## src/rtl/porch_clamp_pkg.sv

```systemverilog
package porch_clamp_pkg;

  // Strobes sent from the window control to the datapath
  typedef struct packed {
    logic accFirst;  // load accumulator with the first filtered value
    logic accStep;   // add a filtered value to the accumulator
    logic commit;    // move the averaged sum into the level register
  } clampStrobes_t;

endpackage

```

## src/rtl/porch_clamp_ctrl.sv

```systemverilog
module porch_clamp_ctrl
  import porch_clamp_pkg::*;
#(
  parameter int unsigned ACC_LOG2 = 5
) (
  input  logic          clk,
  input  logic          rstN,
  input  logic          sampleEn,
  input  logic          porchWin,
  output clampStrobes_t strobes
);

  localparam int unsigned CNT_W   = ACC_LOG2 + 1;
  localparam int unsigned ACC_LEN = 1 << ACC_LOG2;

  logic [CNT_W-1:0] fillCnt;
  logic             winPrev;
  logic             isFull;

  assign isFull = (fillCnt == CNT_W'(ACC_LEN));

  always_comb begin
    strobes          = '0;
    strobes.accStep  = sampleEn && porchWin && !isFull;
    strobes.accFirst = strobes.accStep && (fillCnt == '0);
    strobes.commit   = !porchWin && winPrev && isFull;
  end

  always_ff @(posedge clk or negedge rstN) begin
    if (!rstN) begin
      fillCnt <= '0;
      winPrev <= 1'b0;
    end else begin
      winPrev <= porchWin;
      if (!porchWin) begin
        fillCnt <= '0;
      end else if (strobes.accStep) begin
        fillCnt <= fillCnt + 1'b1;
      end
    end
  end

endmodule

```

## src/rtl/porch_clamp_dp.sv

```systemverilog
module porch_clamp_dp
  import porch_clamp_pkg::*;
#(
  parameter int unsigned DATA_W    = 8,
  parameter int unsigned TAPS_LOG2 = 2,
  parameter int unsigned ACC_LOG2  = 5,
  parameter logic [DATA_W-1:0] NTSC_CODE = 8'h3C,
  parameter logic [DATA_W-1:0] PAL_CODE  = 8'h40
) (
  input  logic              clk,
  input  logic              rstN,
  input  logic              sampleEn,
  input  logic [DATA_W-1:0] sampleIn,
  input  logic              palMode,
  input  logic              clampEn,
  input  clampStrobes_t     strobes,
  output logic [DATA_W-1:0] sampleOut,
  output logic              levelValid
);

  localparam int unsigned TAPS  = 1 << TAPS_LOG2;
  localparam int unsigned HIST  = TAPS - 1;
  localparam int unsigned SUM_W = DATA_W + TAPS_LOG2;
  localparam int unsigned ACC_W = DATA_W + ACC_LOG2;
  localparam int unsigned ADJ_W = DATA_W + 2;

  logic [DATA_W-1:0] hist [HIST];
  logic [SUM_W-1:0]  tapSum;
  logic [DATA_W-1:0] filtVal;
  logic [ACC_W-1:0]  acc;
  logic [DATA_W-1:0] levelReg;
  logic [DATA_W-1:0] target;
  logic [DATA_W-1:0] effLevel;
  logic signed [ADJ_W-1:0] diff;
  logic [DATA_W-1:0] adjVal;

  // Filter history: shifts on every accepted sample
  for (genvar g = 0; g < HIST; g++) begin : g_hist
    always_ff @(posedge clk or negedge rstN) begin
      if (!rstN) begin
        hist[g] <= '0;
      end else if (sampleEn) begin
        if (g == 0) hist[g] <= sampleIn;
        else        hist[g] <= hist[(g == 0) ? 0 : g - 1];
      end
    end
  end

  always_comb begin
    tapSum = SUM_W'(sampleIn);
    for (int i = 0; i < HIST; i++) begin
      tapSum = tapSum + SUM_W'(hist[i]);
    end
  end

  assign filtVal = DATA_W'(tapSum >> TAPS_LOG2);

  // Level accumulation and commit
  always_ff @(posedge clk or negedge rstN) begin
    if (!rstN) begin
      acc        <= '0;
      levelReg   <= '0;
      levelValid <= 1'b0;
    end else begin
      if (strobes.accFirst)     acc <= ACC_W'(filtVal);
      else if (strobes.accStep) acc <= acc + ACC_W'(filtVal);
      if (strobes.commit) begin
        levelReg   <= DATA_W'(acc >> ACC_LOG2);
        levelValid <= 1'b1;
      end
    end
  end

  // Re-reference and saturate
  assign target   = palMode ? PAL_CODE : NTSC_CODE;
  assign effLevel = levelValid ? levelReg : target;

  always_comb begin
    diff = $signed({2'b00, sampleIn}) - $signed({2'b00, effLevel})
         + $signed({2'b00, target});
    if (diff[ADJ_W-1])       adjVal = '0;
    else if (diff[DATA_W])   adjVal = '1;
    else                     adjVal = diff[DATA_W-1:0];
  end

  always_ff @(posedge clk or negedge rstN) begin
    if (!rstN) begin
      sampleOut <= '0;
    end else if (sampleEn) begin
      sampleOut <= clampEn ? adjVal : sampleIn;
    end
  end

endmodule

```

## src/rtl/porch_clamp.sv

```systemverilog
module porch_clamp
  import porch_clamp_pkg::*;
#(
  parameter int unsigned DATA_W    = 8,
  parameter int unsigned TAPS_LOG2 = 2,
  parameter int unsigned ACC_LOG2  = 5,
  parameter logic [DATA_W-1:0] NTSC_CODE = 8'h3C,
  parameter logic [DATA_W-1:0] PAL_CODE  = 8'h40
) (
  input  logic              clk,
  input  logic              rstN,
  input  logic              sampleEn,
  input  logic [DATA_W-1:0] sampleIn,
  input  logic              porchWin,
  input  logic              palMode,
  input  logic              clampEn,
  output logic [DATA_W-1:0] sampleOut,
  output logic              levelValid
);

  clampStrobes_t strobes;

  porch_clamp_ctrl #(
    .ACC_LOG2 (ACC_LOG2)
  ) u_ctrl (
    .clk      (clk),
    .rstN     (rstN),
    .sampleEn (sampleEn),
    .porchWin (porchWin),
    .strobes  (strobes)
  );

  porch_clamp_dp #(
    .DATA_W    (DATA_W),
    .TAPS_LOG2 (TAPS_LOG2),
    .ACC_LOG2  (ACC_LOG2),
    .NTSC_CODE (NTSC_CODE),
    .PAL_CODE  (PAL_CODE)
  ) u_dp (
    .clk        (clk),
    .rstN       (rstN),
    .sampleEn   (sampleEn),
    .sampleIn   (sampleIn),
    .palMode    (palMode),
    .clampEn    (clampEn),
    .strobes    (strobes),
    .sampleOut  (sampleOut),
    .levelValid (levelValid)
  );

endmodule

```

## config.mk

```make
export PLATFORM = sky130hd
export DESIGN_NAME = porch_clamp
export DESIGN_NICKNAME = d
export VERILOG_FILES = /design/src/rtl/porch_clamp_pkg.sv /design/src/rtl/porch_clamp_ctrl.sv /design/src/rtl/porch_clamp_dp.sv /design/src/rtl/porch_clamp.sv
export SDC_FILE = /design/constraint.sdc
export NUM_CORES = 1
export LEC_CHECK = 0
export BUFFER_PORTS_ARGS = -buffer_cell sky130_fd_sc_hd__buf_2
export CORE_UTILIZATION = 60
export DETAILED_ROUTE_END_ITERATION = 7
export PLACE_DENSITY = 0.78
export SLEW_MARGIN = 20
export SYNTH_ARGS = -nofsm -noshare
export SYNTH_HDL_FRONTEND = slang
export SYNTH_SLANG_ARGS = --single-unit
```

## constraint.sdc

```tcl
create_clock -name clk -period 5.75 [get_ports clk]
set_input_delay 0.575 -clock clk [delete_from_list [all_inputs] [get_ports clk]]
set_output_delay 0.575 -clock clk [all_outputs]
set_load 0.01 [all_outputs]
```

# Word level (Yosys, flattened, before mapping)

Index checks and enable logic that the tools add are counted.

Add/subtract/negate cells: 7
Eq/ne operators: 2
Muxes and demuxes: 9
Reductions and logical operators: 9

Operators by type and width:

| operator              | count |
|---|---|
| $mux W8               | 4 |
| $mux W13              | 2 |
| $add A10 B8 Y10       | 2 |
| $add A13 B8 Y13       | 1 |
| $mux W6               | 2 |
| $add A10 B9 Y10       | 1 |
| $add A8 B8 Y9         | 1 |
| $sub A8 B8 Y9         | 1 |
| $mux W7               | 1 |
| $add A6 B1 Y6 const B | 1 |
| $eq A6 B6 Y1 const B  | 1 |
| $logic_not A6 Y1      | 1 |
| $logic_and A1 B1 Y1   | 5 |
| $logic_not A1 Y1      | 2 |
| $ne A2 B1 Y1 const B  | 1 |
| $reduce_bool A2 Y1    | 1 |

Flip-flop bits (word level): 61
Input bits: 14
Logic and storage cells: 36

# Longest topological paths before layout

Depth in word-level cells: 7
Gate-level depth with buffers: 24
Gate-level depth less buffers: 24

# Cells and area by module

Synthesis repeated with hierarchy kept, for this count alone.

Cell total of the unflattened synthesis: 462
Area total of the unflattened synthesis: 4370.4 sq um

By module, submodules not included:

| module           | instances | cells each | area each (sq um) |
|---|---|---|---|
| porch_clamp_dp   | 1         | 417        | 3930.0 |
| porch_clamp_ctrl | 1         | 45         | 440.4 |

# Worst setup path before layout

OpenSTA, ideal clock, no wires.

Path kind: input to register
Start point: in sampleIn[0]
End point: reg u_dp.acc[12]
Data arrival time: 4539 ps
Data required time: 5631 ps
Setup slack: 1092 ps
Cell stages on the path: 24
Path buffers: 0
Cells stage by stage: ha_1 -> inv_1 -> fa_1 -> nor2b_1 -> o21ai_0 -> a21boi_0 -> o21ai_0 -> nand2b_1 -> xnor2_1 -> fa_1 -> inv_1 -> ha_1 -> nand3_1 -> nand2_1 -> a41o_1 -> or2_2 -> a21oi_1 -> xnor2_1 -> ha_1 -> nor3_1 -> or2_2 -> nor4_1 -> xnor2_1 -> nor2_1

Word-level cells in the longest chain between the ends: 6

Ends and longest elaborated chain:

| what                          | RTL line             | text |
|---|---|---|
| from (decl)                   | porch_clamp.sv:13    | `input logic [DATA_W-1:0] sampleIn,` |
| $add A8 B8 Y9                 | porch_clamp_dp.sv:52 | `tapSum = tapSum + SUM_W'(hist[i]);` |
| $add A10 B8 Y10 (2 in series) | porch_clamp_dp.sv:52 |  |
| $add A13 B8 Y13               | porch_clamp_dp.sv:66 | `else if (strobes.accStep) acc <= acc + ACC_W'(filtVal);` |
| $mux W13                      | porch_clamp_dp.sv:66 |  |
| $mux W13                      | porch_clamp_dp.sv:65 | `if (strobes.accFirst) acc <= ACC_W'(filtVal);` |
| to (signal assigned)          | porch_clamp_dp.sv:65 |  |
| to (signal assigned)          | porch_clamp_dp.sv:66 |  |
| to (decl)                     | porch_clamp_dp.sv:30 | `logic [ACC_W-1:0] acc;` |

No other way between the ends. The select of a mux whose other input is x is not followed.
A chain may end at the register's enable or synchronous reset.

# Final worst setup path

Start point: reg u_dp.hist[16] in the netlist's numbering
End point: reg u_dp.acc[12]

Word-level cells in the longest chain between the ends: 6

Ends and longest elaborated chain:

| what                              | RTL line             | text |
|---|---|---|
| from (decl)                       | porch_clamp_dp.sv:27 | `logic [DATA_W-1:0] hist [HIST];` |
| from (signal, indexed assignment) | porch_clamp_dp.sv:43 | `if (g == 0) hist[g] <= sampleIn;` |
| from (signal, indexed assignment) | porch_clamp_dp.sv:44 | `else hist[g] <= hist[(g == 0) ? 0 : g - 1];` |
| $add A8 B8 Y9                     | porch_clamp_dp.sv:52 |  |
| $add A10 B8 Y10 (2 in series)     | porch_clamp_dp.sv:52 |  |
| $add A13 B8 Y13                   | porch_clamp_dp.sv:66 |  |
| $mux W13                          | porch_clamp_dp.sv:66 |  |
| $mux W13                          | porch_clamp_dp.sv:65 |  |

No other way between the ends. The select of a mux whose other input is x is not followed.

==> results.yml <==
synth:
  syn-num-nets: 530
  synth_area_sq_um: 4494
  synth-xor-area-share: 0.05457
  synth_edf_count: 0
  synth.area.top_cells: "dfrtp_1 (34%), ha_1 (11%), fa_1 (5.3%), mux2_2 (4.3%), inv_1 (3.8%)"
  yosysTopAreaCell: "dfrtp_1"
  ys_seq_elements: 61
  synth.top_cell.area_share: 0.3396
  yosysWarnings: 0
  avgSynthCellArea_sq_um: 9.686
  synth_compound_area_frac: 0.2038
  ys_types: 62
  synth_top_family_by_area: "compound AO/OA/AOI/OAI gates"
  synth.area.mux_share: 0.04733
  ys_dominant_reg_cell: "dfrtp_1"
  synth_fa_ha_area_frac: 0.1648
  async_reset_ff_frac: 1.000
  ys_seq_area_frac: 0.3396
  synthCells: 464
  yosys.area_share.simple: 0.1403
sta:
  slew_viol_final: 0
  worst-slew-pin-transition_ps: 943.7
  finalHoldViolations: 0
  fin_crit_sh: 0.8694
  timing.fmax_ghz: 0.2000
  grt_setup_unrepaired: "no"
  fin_tns_setup_ps: 0
  slew_headroom: 0.3674
  clock_skew_ps: 11.07
  post-route-min-period_ps: 4999
  hold_ws_ps: 384.6
  final-setup-viol-count: 0
setup_path:
  r2r-end: "u_dp.acc[12]"
  r2r-start: "u_dp.hist[16]"
  cp-end-kind: "register"
  worstRegToRegCells: 24
  slowest_delay_ps: 480
  crit_fanout: 6
  worstPathRequired_ps: 5950
  path_class: "register to register"
  start_kind: "register"
  critPathArrivalTime_ps: 5200
  crit_chain: "ha_1 -> inv_1 -> fa_1 -> nor2b_1 -> o21ai_0 -> a21boi_0 -> o21ai_0 -> nand2b_1 -> xnor2_1 -> fa_1 -> inv_1 -> ha_1 -> nand3_1 -> nand2_1 -> a41o_1 -> or2_2 -> a21oi_1 -> xnor2_1 -> ha_1 -> nor3_1 -> or2_2 -> nor4_1 -> xnor2_1 -> nor2_1"
  cp_slowest_cell: "fa_1"
  r2r_setup_slack_ps: 750
placed_design:
  dp_hpwl_um: 7141
  routabilityCongestion: 0.8909
  io_buffers: 22
die:
  io_pins: 23
  fp.dieH_um: 88.55
  fp.coreArea_sq_um: 7253
  die_area_sq_um: 7840
  rows: 31
  start_util: 0.6196
  die_width_um: 88.55
power:
  internal-power_w: 0.001344
  leakage_nw: 2.352
  peakVddDrop_v: 0.0002236
  comb_power_share: 0.554
  power.switching_w: 0.0009379
  sequentialPowerShare: 0.241
  clockPowerShare: 0.205
  p_per_area_nw_per_um2: 463.3
  swShare: 0.4110
global_route:
  use_met3: 0.05410
  grt_usage: 0.2658
  grtUsageMet2: 0.4259
  grt_pass1_wl_um: 15760
  overflow: 0
  first_global_vias: 3314
  grt_max_degree: 62
  grtUsageMet1: 0.3560
  busiest_layer: "met2"
  grt_antenna_before_repair: 0
cells_and_area:
  nFillCells: 568
  area_delta_synth_final_pct: 9.577
  final_layout_size_suffix_gt1_frac: 0.1515
  regArea_sq_um: 1526
  final_nets: 556
  n_antenna_cell: 0
  multi_input_area_sq_um: 2745
hold_path:
  hold_path_class: "primary input to async pin"
route:
  drc: 0
  totalWireLength_um: 9585
  viasPerCell: 5.897
  antenna_left: 0
  drt_first_pass_iters: 4
  wl_per_cell_um: 16.14
  via_count: 3503
  drt_iter0_drc: 181
clocking:
  clk_pin_slew_ps: 70
  cts_buffer_depth: 2
  postCtsSetupBuffers: 0
  cts_root_buf: "clkbuf_8"
  cts_sinks: 61
  clkLatencyLatePin_ps: 350
  cts_buffers: 9
  tritoncts: "done"
  htreeDepth: 3
  holdBufCountCts: 0
  ctsResizeCount: 0
job:
  drv_cap: 0
run_status:
  status: "complete, no violations"
cells in the final DEF (no fill, tap or decap), drive strengths merged, types with 7 or more instances in the layout:
master	n
a22oi	10
clkbuf	10
dfrtp	61
nand3	7
a21o	11
xnor2	17
buf	23
mux2	18
a21oi	24
o21a	9
nand2	29
fa	12
xor2	11
nor2	31
o21ai	33
a211oi	10
nand2b	8
inv	46
ha	40
nor3	12
logic make-up (layout without fill, tap and decap cells):
group	after synthesis	count (layout)
mux	19	19
flops	61	61
xor+xnor	28	28
compound gates	131	131
simple gates	119	119
buf+inv	54	85
fa+ha+maj	52	52
cells in the mapped netlist (all sizes together) (2+ instances only):
library cell	number
o21ai	33
a222oi	4
a2111oi	4
o21a	9
nor3b	3
nor2b	6
ha	40
a211oi	10
mux2	18
o21bai	4
a21oi	24
and2	4
nand3	7
or2	4
a22oi	10
a21o	11
xnor2	17
o31ai	2
nand4	3
nand2b	8
nor3	12
dfrtp	61
nand2	29
and2b	2
clkbuf	8
a21boi	5
xor2	11
or4	3
fa	12
nor2	31
inv	46
or3	2
a221o	4
per-layer routing:
layer | up-vias | share of wire
li1 | 1709 | -
met1 | 1701 | 0.45
met2 | 70 | 0.49
met3 | 23 | 0.040
met4 | 0 | 0.021
met5 | - | 0
final cells by class:
class,count,area share
multi-input cells,349,0.5574
flip-flops and latches,61,0.3100
inverters,46,0.03506
clock buffers,10,0.02591
well taps,99,0.02515
repair buffers,23,0.02388
clock inverters,6,0.02261
how the worst max path moves through the flow:
stage,start,end,slack [ps],cells past startpoint
global placement,sampleIn[0],u_dp.acc[12],740,25
detailed placement,sampleIn[0],u_dp.acc[12],550,25
global route,u_dp.hist[16],u_dp.acc[11],410,23
finish,u_dp.hist[16],u_dp.acc[12],750,24
CTS,u_dp.hist[16],u_dp.acc[12],810,24
floorplan,sampleIn[0],u_dp.acc[12],1090,24
through the flow:
step                worst slack (ps)    util  instance area [sq um]  cells  power [W]
finish                         750.8  0.6790                   4925    594   0.002282
global route                   405.4  0.6790                   4925    594   0.002462
CTS                            810.8  0.6790                   4925    594   0.002278
detailed placement             549.5  0.6460                   4686    578   0.001799
global placement               742.8  0.6460                   4686    578   0.001750
floorplan                       1092       -                   4494    464   0.001546
power groups by stage:
stage / logic, W / registers [W] / clock network, W
after CTS: 0.00126 / 0.000550 / 0.000472
after global routing: 0.00141 / 0.000559 / 0.000492
after floorplan: 0.000997 / 0.000548 / 0
after global placement: 0.00120 / 0.000553 / 0
final: 0.00126 / 0.000550 / 0.000468
after detailed placement: 0.00124 / 0.000557 / 0
worst max-delay path: cells and delay by family, from the launching register on:
family | cells | cell delay [ps]
adders and majority gates | 5 | 1700
and+or+nand+nor | 9 | 1410
AOI/OAI and AO/OA | 5 | 810
xor gates and xnor gates | 3 | 440
DFF | 1 | 400
buffers and inverters | 2 | 90
flip-flops by register name, indices dropped and copies added (netlist names):
| name | flops |
|---|---|
| u_dp.hist | 24 |
| u_dp.levelValid | 1 |
| u_ctrl.fillCnt | 6 |
| u_ctrl.winPrev | 1 |
| u_dp.levelReg | 8 |
| u_dp.acc | 13 |
| u_dp.sampleOut | 8 |
No activity file was read; power rests on OpenSTA's default activity.
